==> src/rtl/tsr_pkg.sv <==
package tsr_pkg;
  localparam int unsigned WORD_W = 32;
  localparam int unsigned TIME_W = 2 * WORD_W;
  localparam int unsigned ADDR_W = 4;
  localparam int unsigned NPAIR  = 3;

  typedef enum logic [ADDR_W-1:0] {
    A_CNT_LO = 4'd0, A_CNT_HI = 4'd1,
    A_OFS_LO = 4'd2, A_OFS_HI = 4'd3,
    A_ALM_LO = 4'd4, A_ALM_HI = 4'd5,
    A_NOW_LO = 4'd6, A_NOW_HI = 4'd7,
    A_STAT   = 4'd8
  } reg_addr_e;

  // counter plus signed offset, wrapping at 2^64
  function automatic logic [TIME_W-1:0] time_sum(input logic [TIME_W-1:0] cnt,
                                                 input logic [TIME_W-1:0] ofs);
    return cnt + ofs;
  endfunction

  // unsigned "reached or passed" compare
  function automatic logic time_reached(input logic [TIME_W-1:0] now,
                                        input logic [TIME_W-1:0] tgt);
    return now >= tgt;
  endfunction
endpackage

==> src/rtl/tsr_shadow_pair.sv <==
module tsr_shadow_pair #(
  parameter int unsigned W = 32
) (
  input  logic           clk,
  input  logic           rst_n,
  input  logic           wr_lo,
  input  logic           wr_hi,
  input  logic [W-1:0]   wdata,
  output logic           load_stb,
  output logic [2*W-1:0] load_val,
  output logic [W-1:0]   lo_shadow
);
  logic [W-1:0] lo_q;

  always_ff @(posedge clk or negedge rst_n) begin
    if (!rst_n)     lo_q <= '0;
    else if (wr_lo) lo_q <= wdata;
  end

  assign lo_shadow = lo_q;
  assign load_stb  = wr_hi;
  assign load_val  = {wdata, lo_q};
endmodule

==> src/rtl/tsr_counter.sv <==
module tsr_counter #(
  parameter int unsigned TW     = 64,
  parameter int unsigned INC_NS = 8
) (
  input  logic          clk,
  input  logic          rst_n,
  input  logic          tick_en,
  input  logic          load_stb,
  input  logic [TW-1:0] load_val,
  output logic [TW-1:0] cnt_q
);
  localparam logic [TW-1:0] STEP = TW'(INC_NS);

  always_ff @(posedge clk or negedge rst_n) begin
    if (!rst_n)        cnt_q <= '0;
    else if (load_stb) cnt_q <= load_val;
    else if (tick_en)  cnt_q <= cnt_q + STEP;
  end
endmodule

==> src/rtl/tsr_alarm.sv <==
module tsr_alarm #(
  parameter int unsigned TW = 64
) (
  input  logic          clk,
  input  logic          rst_n,
  input  logic          load_stb,
  input  logic [TW-1:0] load_val,
  input  logic [TW-1:0] now_val,
  input  logic          clr_req,
  output logic [TW-1:0] alarm_q,
  output logic          fire,
  output logic          flag_q,
  output logic          pulse_q
);
  import tsr_pkg::*;
  logic armed_q;

  assign fire = armed_q && !load_stb && time_reached(now_val, alarm_q);

  always_ff @(posedge clk or negedge rst_n) begin
    if (!rst_n) begin
      alarm_q <= '0;
      armed_q <= 1'b0;
      flag_q  <= 1'b0;
      pulse_q <= 1'b0;
    end else begin
      if (load_stb) begin
        alarm_q <= load_val;
        armed_q <= 1'b1;
      end else if (fire) begin
        armed_q <= 1'b0;
      end
      if (fire)         flag_q <= 1'b1;
      else if (clr_req) flag_q <= 1'b0;
      pulse_q <= fire;
    end
  end
endmodule

==> src/rtl/tsr_top.sv <==
module tsr_top #(
  parameter int unsigned INC_NS = 8
) (
  input  logic        clk,
  input  logic        rst_n,
  input  logic        tick_en,
  input  logic        reg_valid,
  input  logic        reg_write,
  input  logic [3:0]  reg_addr,
  input  logic [31:0] reg_wdata,
  output logic [31:0] reg_rdata,
  output logic        alarm_flag,
  output logic        alarm_pulse
);
  import tsr_pkg::*;

  logic wr_en, rd_en;
  assign wr_en = reg_valid && reg_write;
  assign rd_en = reg_valid && !reg_write;

  logic [NPAIR-1:0]              ld_stb;
  logic [TIME_W-1:0]             ld_val [NPAIR];
  logic [NPAIR-1:0][WORD_W-1:0]  sh_lo;

  // pair g owns word addresses 2g (low) and 2g+1 (high)
  for (genvar g = 0; g < NPAIR; g++) begin : g_pair
    tsr_shadow_pair #(.W(WORD_W)) u_pair (
      .clk       (clk),
      .rst_n     (rst_n),
      .wr_lo     (wr_en && reg_addr == ADDR_W'(2*g)),
      .wr_hi     (wr_en && reg_addr == ADDR_W'(2*g+1)),
      .wdata     (reg_wdata),
      .load_stb  (ld_stb[g]),
      .load_val  (ld_val[g]),
      .lo_shadow (sh_lo[g])
    );
  end

  logic [TIME_W-1:0] cnt_q, ofs_q, alarm_q, now_val;
  logic [WORD_W-1:0] snap_hi_q;
  logic              fire, clr_req;

  tsr_counter #(.TW(TIME_W), .INC_NS(INC_NS)) u_cnt (
    .clk(clk), .rst_n(rst_n), .tick_en(tick_en),
    .load_stb(ld_stb[0]), .load_val(ld_val[0]), .cnt_q(cnt_q)
  );

  always_ff @(posedge clk or negedge rst_n) begin
    if (!rst_n)         ofs_q <= '0;
    else if (ld_stb[1]) ofs_q <= ld_val[1];
  end

  assign now_val = time_sum(cnt_q, ofs_q);
  assign clr_req = wr_en && reg_addr == A_STAT && reg_wdata[0];

  tsr_alarm #(.TW(TIME_W)) u_alm (
    .clk(clk), .rst_n(rst_n),
    .load_stb(ld_stb[2]), .load_val(ld_val[2]),
    .now_val(now_val), .clr_req(clr_req),
    .alarm_q(alarm_q), .fire(fire),
    .flag_q(alarm_flag), .pulse_q(alarm_pulse)
  );

  always_ff @(posedge clk or negedge rst_n) begin
    if (!rst_n)                            snap_hi_q <= '0;
    else if (rd_en && reg_addr == A_NOW_LO) snap_hi_q <= now_val[TIME_W-1:WORD_W];
  end

  always_comb begin
    reg_rdata = '0;
    if (rd_en) begin
      case (reg_addr)
        A_CNT_LO: reg_rdata = cnt_q[WORD_W-1:0];
        A_CNT_HI: reg_rdata = cnt_q[TIME_W-1:WORD_W];
        A_OFS_LO: reg_rdata = ofs_q[WORD_W-1:0];
        A_OFS_HI: reg_rdata = ofs_q[TIME_W-1:WORD_W];
        A_ALM_LO: reg_rdata = alarm_q[WORD_W-1:0];
        A_ALM_HI: reg_rdata = alarm_q[TIME_W-1:WORD_W];
        A_NOW_LO: reg_rdata = now_val[WORD_W-1:0];
        A_NOW_HI: reg_rdata = snap_hi_q;
        A_STAT:   reg_rdata = {{(WORD_W-1){1'b0}}, alarm_flag};
        default:  reg_rdata = '0;
      endcase
    end
  end
endmodule

==> config.mk <==
export PLATFORM = sky130hd
export DESIGN_NAME = tsr_top
export DESIGN_NICKNAME = d
export VERILOG_FILES = /design/src/rtl/tsr_pkg.sv /design/src/rtl/tsr_shadow_pair.sv /design/src/rtl/tsr_counter.sv /design/src/rtl/tsr_alarm.sv /design/src/rtl/tsr_top.sv
export SDC_FILE = /design/constraint.sdc
export NUM_CORES = 1
export LEC_CHECK = 0
export BUFFER_PORTS_ARGS = -buffer_cell sky130_fd_sc_hd__buf_2
export CORE_ASPECT_RATIO = 0.9
export CORE_UTILIZATION = 56
export DETAILED_ROUTE_END_ITERATION = 12
export GPL_TIMING_DRIVEN = 0
export PLACE_DENSITY_LB_ADDON = 0.25
export SLEW_MARGIN = 20
export SYNTH_ARGS = -nofsm -noshare
export SYNTH_HDL_FRONTEND = slang
export SYNTH_SLANG_ARGS = --single-unit
==> constraint.sdc <==
create_clock -name clk -period 5.4 [get_ports clk]
set_input_delay 0.27 -clock clk [delete_from_list [all_inputs] [get_ports clk]]
set_output_delay 0.27 -clock clk [all_outputs]
set_load 0.01 [all_outputs]
# After elaboration in Yosys (flattened, before gate mapping)
# Cells that the tools add are included.
[totals]
wordCells = 48
memories = 0
mem_bits_rw = 0
input_bits = 41
output_inout_bits = 34
regBits = 323
mem_bits_ro = 0
latch_bits = 0
[classes]
multipliers = 0
add_sub_neg = 2
n_shift = 0
n_bitwise = 0
reduce_logical = 19
div = 0
eq_ne = 8
n_mux = 8
order_cmp = 1
[op_table]
columns = ["operator", "count"]
rows = [
  ["$pmux 32 s9", 1],
  ["$mux 64", 2],
  ["$add 64x4->64 const B", 1],
  ["$add 64x64->64", 1],
  ["$ge 64x64->1", 1],
  ["$mux 32", 1],
  ["$eq 4x3->1 const B", 4],
  ["$logic_and 1x1->1", 13],
  ["$eq 4x2->1 const B", 2],
  ["$reduce_bool 2->1", 3],
  ["$eq 4x1->1 const B", 1],
  ["$eq 4x4->1 const B", 1],
  ["$logic_not 4->1", 1],
  ["$mux 1", 4],
  ["$logic_not 1->1", 2],
]

# Longest topological paths before layout
[depth]
depth_word = 7
depth_mapped = 23
depth_no_buf = 23

# Modules after synthesis
# From an unflattened synthesis, not the netlist that was laid out.
[unflattened]
cells_unflattened = 2356
hier_area_um2 = 22387.7
[modules_own_cells]
columns = ["module", "area_each_um2", "seq_area_each_um2", "instances", "cells_per_inst"]
rows = [
  ["tsr_top", 9158.8, 2402.3, 1, 1081],
  ["tsr_shadow_pair", 1833.0, 800.8, 3, 133],
  ["tsr_alarm", 3942.5, 1676.6, 1, 440],
  ["tsr_counter", 3787.4, 1601.5, 1, 436],
]

# Worst setup path before layout
# No wires, ideal clock.
[synth_path]
path_kind = "register to register"
start = "reg u_cnt.cnt_q[6]"
end = "reg u_alm.flag_q"
setup_ns = 0.131
n_path_buf = 0
required_time_ns = 5.269
setup_slack_ns = 0.938
path_stages_with_launch = 22
arrival_ns = 4.331
synth_period_minus_slack_ns = 4.462
path_cell_list = "dfrtp_1 -> ha_1 -> nand3_2 -> or4_1 -> a31o_1 -> and2_4 -> o31a_4 -> o21bai_2 -> a31o_2 -> a31oi_1 -> xnor2_1 -> ha_1 -> a21o_1 -> a21o_1 -> a21o_1 -> a21o_1 -> a21oi_1 -> o21ai_0 -> a22oi_1 -> o211ai_1 -> a21oi_1 -> o21ai_0"
[synth_between]
elab_chain_len = 4
elab_cells_between_ends = 5
cone_classes = "add/sub (1); order compare (1); mux (1); reduce/logical (2)"
[synth_rtl]
columns = ["item", "line", "text"]
rows = [
  ["from (decl)", "tsr_counter.sv:10", "output logic [TW-1:0] cnt_q"],
  ["from (signal assigned)", "tsr_counter.sv:16", "else if (load_stb) cnt_q <= load_val;"],
  ["from (signal assigned)", "tsr_counter.sv:17", "else if (tick_en) cnt_q <= cnt_q + STEP;"],
  ["$add 64x64->64 *", "tsr_pkg.sv:18", "return cnt + ofs;"],
  ["via now_val[48]", "tsr_top.sv:39", "logic [TIME_W-1:0] cnt_q, ofs_q, alarm_q, now_val;"],
  ["$ge 64x64->1 *", "tsr_pkg.sv:24", "return now >= tgt;"],
  ["$logic_and 1x1->1 *", "tsr_alarm.sv:18", "assign fire = armed_q && !load_stb && time_reached(now_val, alarm_q);"],
  ["$mux 1 or $reduce_bool 2->1 (tied branches)", "-", ""],
  ["to (signal assigned)", "tsr_alarm.sv:24", "flag_q <= 1'b0;"],
  ["to (signal assigned)", "tsr_alarm.sv:33", "if (fire) flag_q <= 1'b1;"],
  ["to (signal assigned)", "tsr_alarm.sv:34", "else if (clr_req) flag_q <= 1'b0;"],
  ["to (decl)", "tsr_alarm.sv:12", "output logic flag_q,"],
]
# Mark *: on every way through the listed nets, which the timed path passes. The rest lies on a longest branch.
# A chain may end at the register's enable or synchronous reset.

# Final worst setup path
[layout_path]
start = "reg u_cnt.cnt_q[0]"
end = "reg u_alm.flag_q"
# The elaborated chain is that of the path after synthesis.

==> qor.yml <==
gp_congestion: 1.07
grt_max_degree: 99
stdcell_count: 2645
critPathKind: "reg -> reg"
drv_slew: 0
grt_pass1_vias: 17200
die_w_um: 199
clkTransAtPathRegs_ns: 0.06
yosysSeqAreaShare_pct: 41.3
vias: 17700
p_leak_nw: 10.1
p_per_area_nw_per_um2: 448
synth_area_leaders: "dfrtp_1, mux2_2, ha_1"
hold_path_class: "in -> reg"
synth_edf_count: 0
fin_skew_ns: 0.0239
swShare_pct: 38.8
placedCellCount: 2579
synth_ff_type: "dfrtp_1"
switchingPower_mw: 3.88
drive_gt1_share_pct: 17.9
dp_hpwl_um: 55000
io_pins: 75
cts_buffer_depth: 3
crit_required_ns: 5.82
cap_violations: 0
syn-cell-area_um2: 19600
fin_crit_ns: 5.38
grt-ovfl-total: 0
yosysWarnings: 0
antenna_left: 0
yosys.cell_types.count: 69
mostFrequentLayoutCells: "dfrtp_1, nand2_1, mux2_2"
cp-end-kind: "register"
syn_area_per_cell_um2: 9.59
ir_drop_v: 0.000309
htreeDepth: 2
intPower_mw: 6.11
fin_crit_sh_pct: 99.7
critPathArrivalTime_ns: 5.80
final_common_cell: "dfrtp_1"
outcome: "completed"
utilization_pct: 65.2
vias_per_cell: 6.70
portBuffers: 70
dieHeight_um: 179
layout.nets: 2325
setup_violations: 0
root_buffer: "clkbuf_16"
fp-row-count: 64
fmax_mhz: 186
antenna_found_initial: 2
grt_pass1_wl_um: 109000
cts_tree: "yes"
core-area_um2: 34200
slew_headroom_pct: 13.0
p_clk_share_pct: 26.6
power.total_mw: 9.98
yosysTopAreaCell: "dfrtp_1"
die-area_um2: 35700
drc: 0
hold_viol_final: 0
routedWlPerCell_um: 28.1
cts_buffers: 36
worstSkewPairLatency_ns: 0.55
clock_sinks: 323
drt_iter0_drc: 2173
routed_wl_um: 74300
synthCells: 2041
worstMarginPinSlew_ns: 1.27
crit_fanout: 4
async_reset_ff_share_pct: 100
start_kind: "register"
yosys_register_bits: 323
track_usage_pct: 42.0
seqPwrFrac_pct: 34.9
power_frac_comb_pct: 38.5
area_growth_syn_to_layout_pct: 14.0
initial_core_util_pct: 57.2
syn-num-nets: 2211
dr.pass1.iters: 8
synth_top_cell_area_share_pct: 41.3
-- cell families after synthesis --
kind of cell	Yosys count	share of synthesized area, %
compound gates	535	18.1
flops	323	41.3
mux	177	10.2
buf+inv	210	4.03
simple gates	548	12.8
xor+xnor	119	5.36
fa+ha+maj	129	8.28
-- final cells by class --
cell class | instances | area (µm²)
antenna | 1 | 2.50
buffer | 96 | 362
clock buffer | 49 | 1030
clock inverter | 16 | 225
fill | 2860 | 11900
inverter | 99 | 372
multi-input combinational | 1508 | 11000
sequential | 323 | 8090
tap | 462 | 578
timing repair buffer | 91 | 601
-- final timing paths --
path	from	endpoint	slack (ns)	depth (start not counted)
max in group asynchronous	rst_n	u_cnt.cnt_q[60]$_DFFE_PN0N_	3.83	5
hold reg to reg	g_pair[2].u_pair.lo_shadow[0]$_DFFE_PN0P_	u_alm.alarm_q[0]$_DFFE_PN0P_	0.48	2
setup / recovery	u_cnt.cnt_q[0]$_DFFE_PN0P_	u_alm.flag_q$_DFFE_PN0P_	0.02	21
setup reg to reg	u_cnt.cnt_q[0]$_DFFE_PN0P_	u_alm.flag_q$_DFFE_PN0P_	0.02	21
hold / removal	reg_wdata[29]	u_alm.alarm_q[61]$_DFFE_PN0P_	0.02	3
min in group asynchronous	rst_n	ofs_q[12]$_DFFE_PN0P_	0.22	2
-- synth_stat cells (4+ instances only) --
cell type,count
nand4_1,50
inv_1,99
o31ai_1,4
or3_1,7
nor4_1,9
a21o_1,47
o21ai_0,113
xor2_1,51
clkbuf_1,99
nand2b_1,13
a211oi_1,6
and4_1,6
dfrtp_1,323
nor2_1,126
o21bai_1,20
a21oi_1,158
xnor2_1,67
ha_1,128
o211ai_1,8
nor3_1,20
and3_1,21
a31oi_1,37
o21a_1,6
nand2_1,231
a22o_1,31
nor2b_1,10
a221oi_1,37
a22oi_1,6
buf_1,11
nand3_1,35
a222oi_1,31
and2_1,7
mux2_2,173
-- per-stage QoR --
step	setup TNS [ns]	cell area, µm²	worst slack, ns	hold slack [ns]
2_1_floorplan	0	19600	0.938	-0.0256
3_3_place_gp	-633.37	20500	-2.00	0.447
3_5_place_dp	-3.68	20600	-1.25	0.186
4_1_cts	-0.00385	22200	-0.00385	0.000978
5_1_grt	-0.0105	22300	-0.00964	0.0375
6_report	0	22300	0.0170	0.0157
-- repair_timing --
| action | in CTS | in global routing |
|---|---|---|
| pin swaps | 13 | 10 |
| endpoints found under the hold margin | 73 | 0 |
| resized for setup | 41 | 28 |
| hold buffers | 1 | 0 |
| buffers inserted | 5 | 9 |
| endpoints found under the setup margin | 3 | 3 |
-- per-layer routing --
metal / routed length, µm / track usage, %
met1: 30600 / 58.1
met2: 32500 / 63.4
met3: 7950 / 9.56
met4: 3270 / 17.9
met5: 0 / 0
-- worst max-delay path: stages (launching register included) --
cell      delay, ns
dfrtp_1        0.39
ha_2           0.23
inv_1          0.07
fa_2           0.37
nor2b_2        0.14
o211ai_1       0.09
buf_4          0.18
a31o_1         0.26
and2_4         0.19
o31a_4         0.39
o21bai_4       0.19
a31oi_1        0.12
xnor2_1        0.35
ha_1           0.31
nand4_1        0.22
nor2_1         0.19
a221oi_2       0.41
o221ai_2       0.25
a22oi_2        0.25
o211ai_1       0.24
a21oi_2        0.28
o21ai_0        0.12
-- power by group through the flow --
stage               sequential (mW)  combinational (mW)  clock, mW
floorplan                      3.30                2.49          0
global placement               3.46                3.39          0
detailed placement             3.48                3.47          0
CTS                            3.45                3.63       2.65
global route                   3.53                4.17       2.75
finish                         3.49                3.84       2.65
-- flip-flops by register name, indices dropped and copies added, names as in the netlist --
signal	cells
ofs_q	64
u_alm.alarm_q	64
u_alm.pulse_q	1
u_alm.armed_q	1
u_cnt.cnt_q	64
g_pair.u_pair.lo_shadow	96
snap_hi_q	32
u_alm.flag_q	1
(Power assumes the default switching activity.)
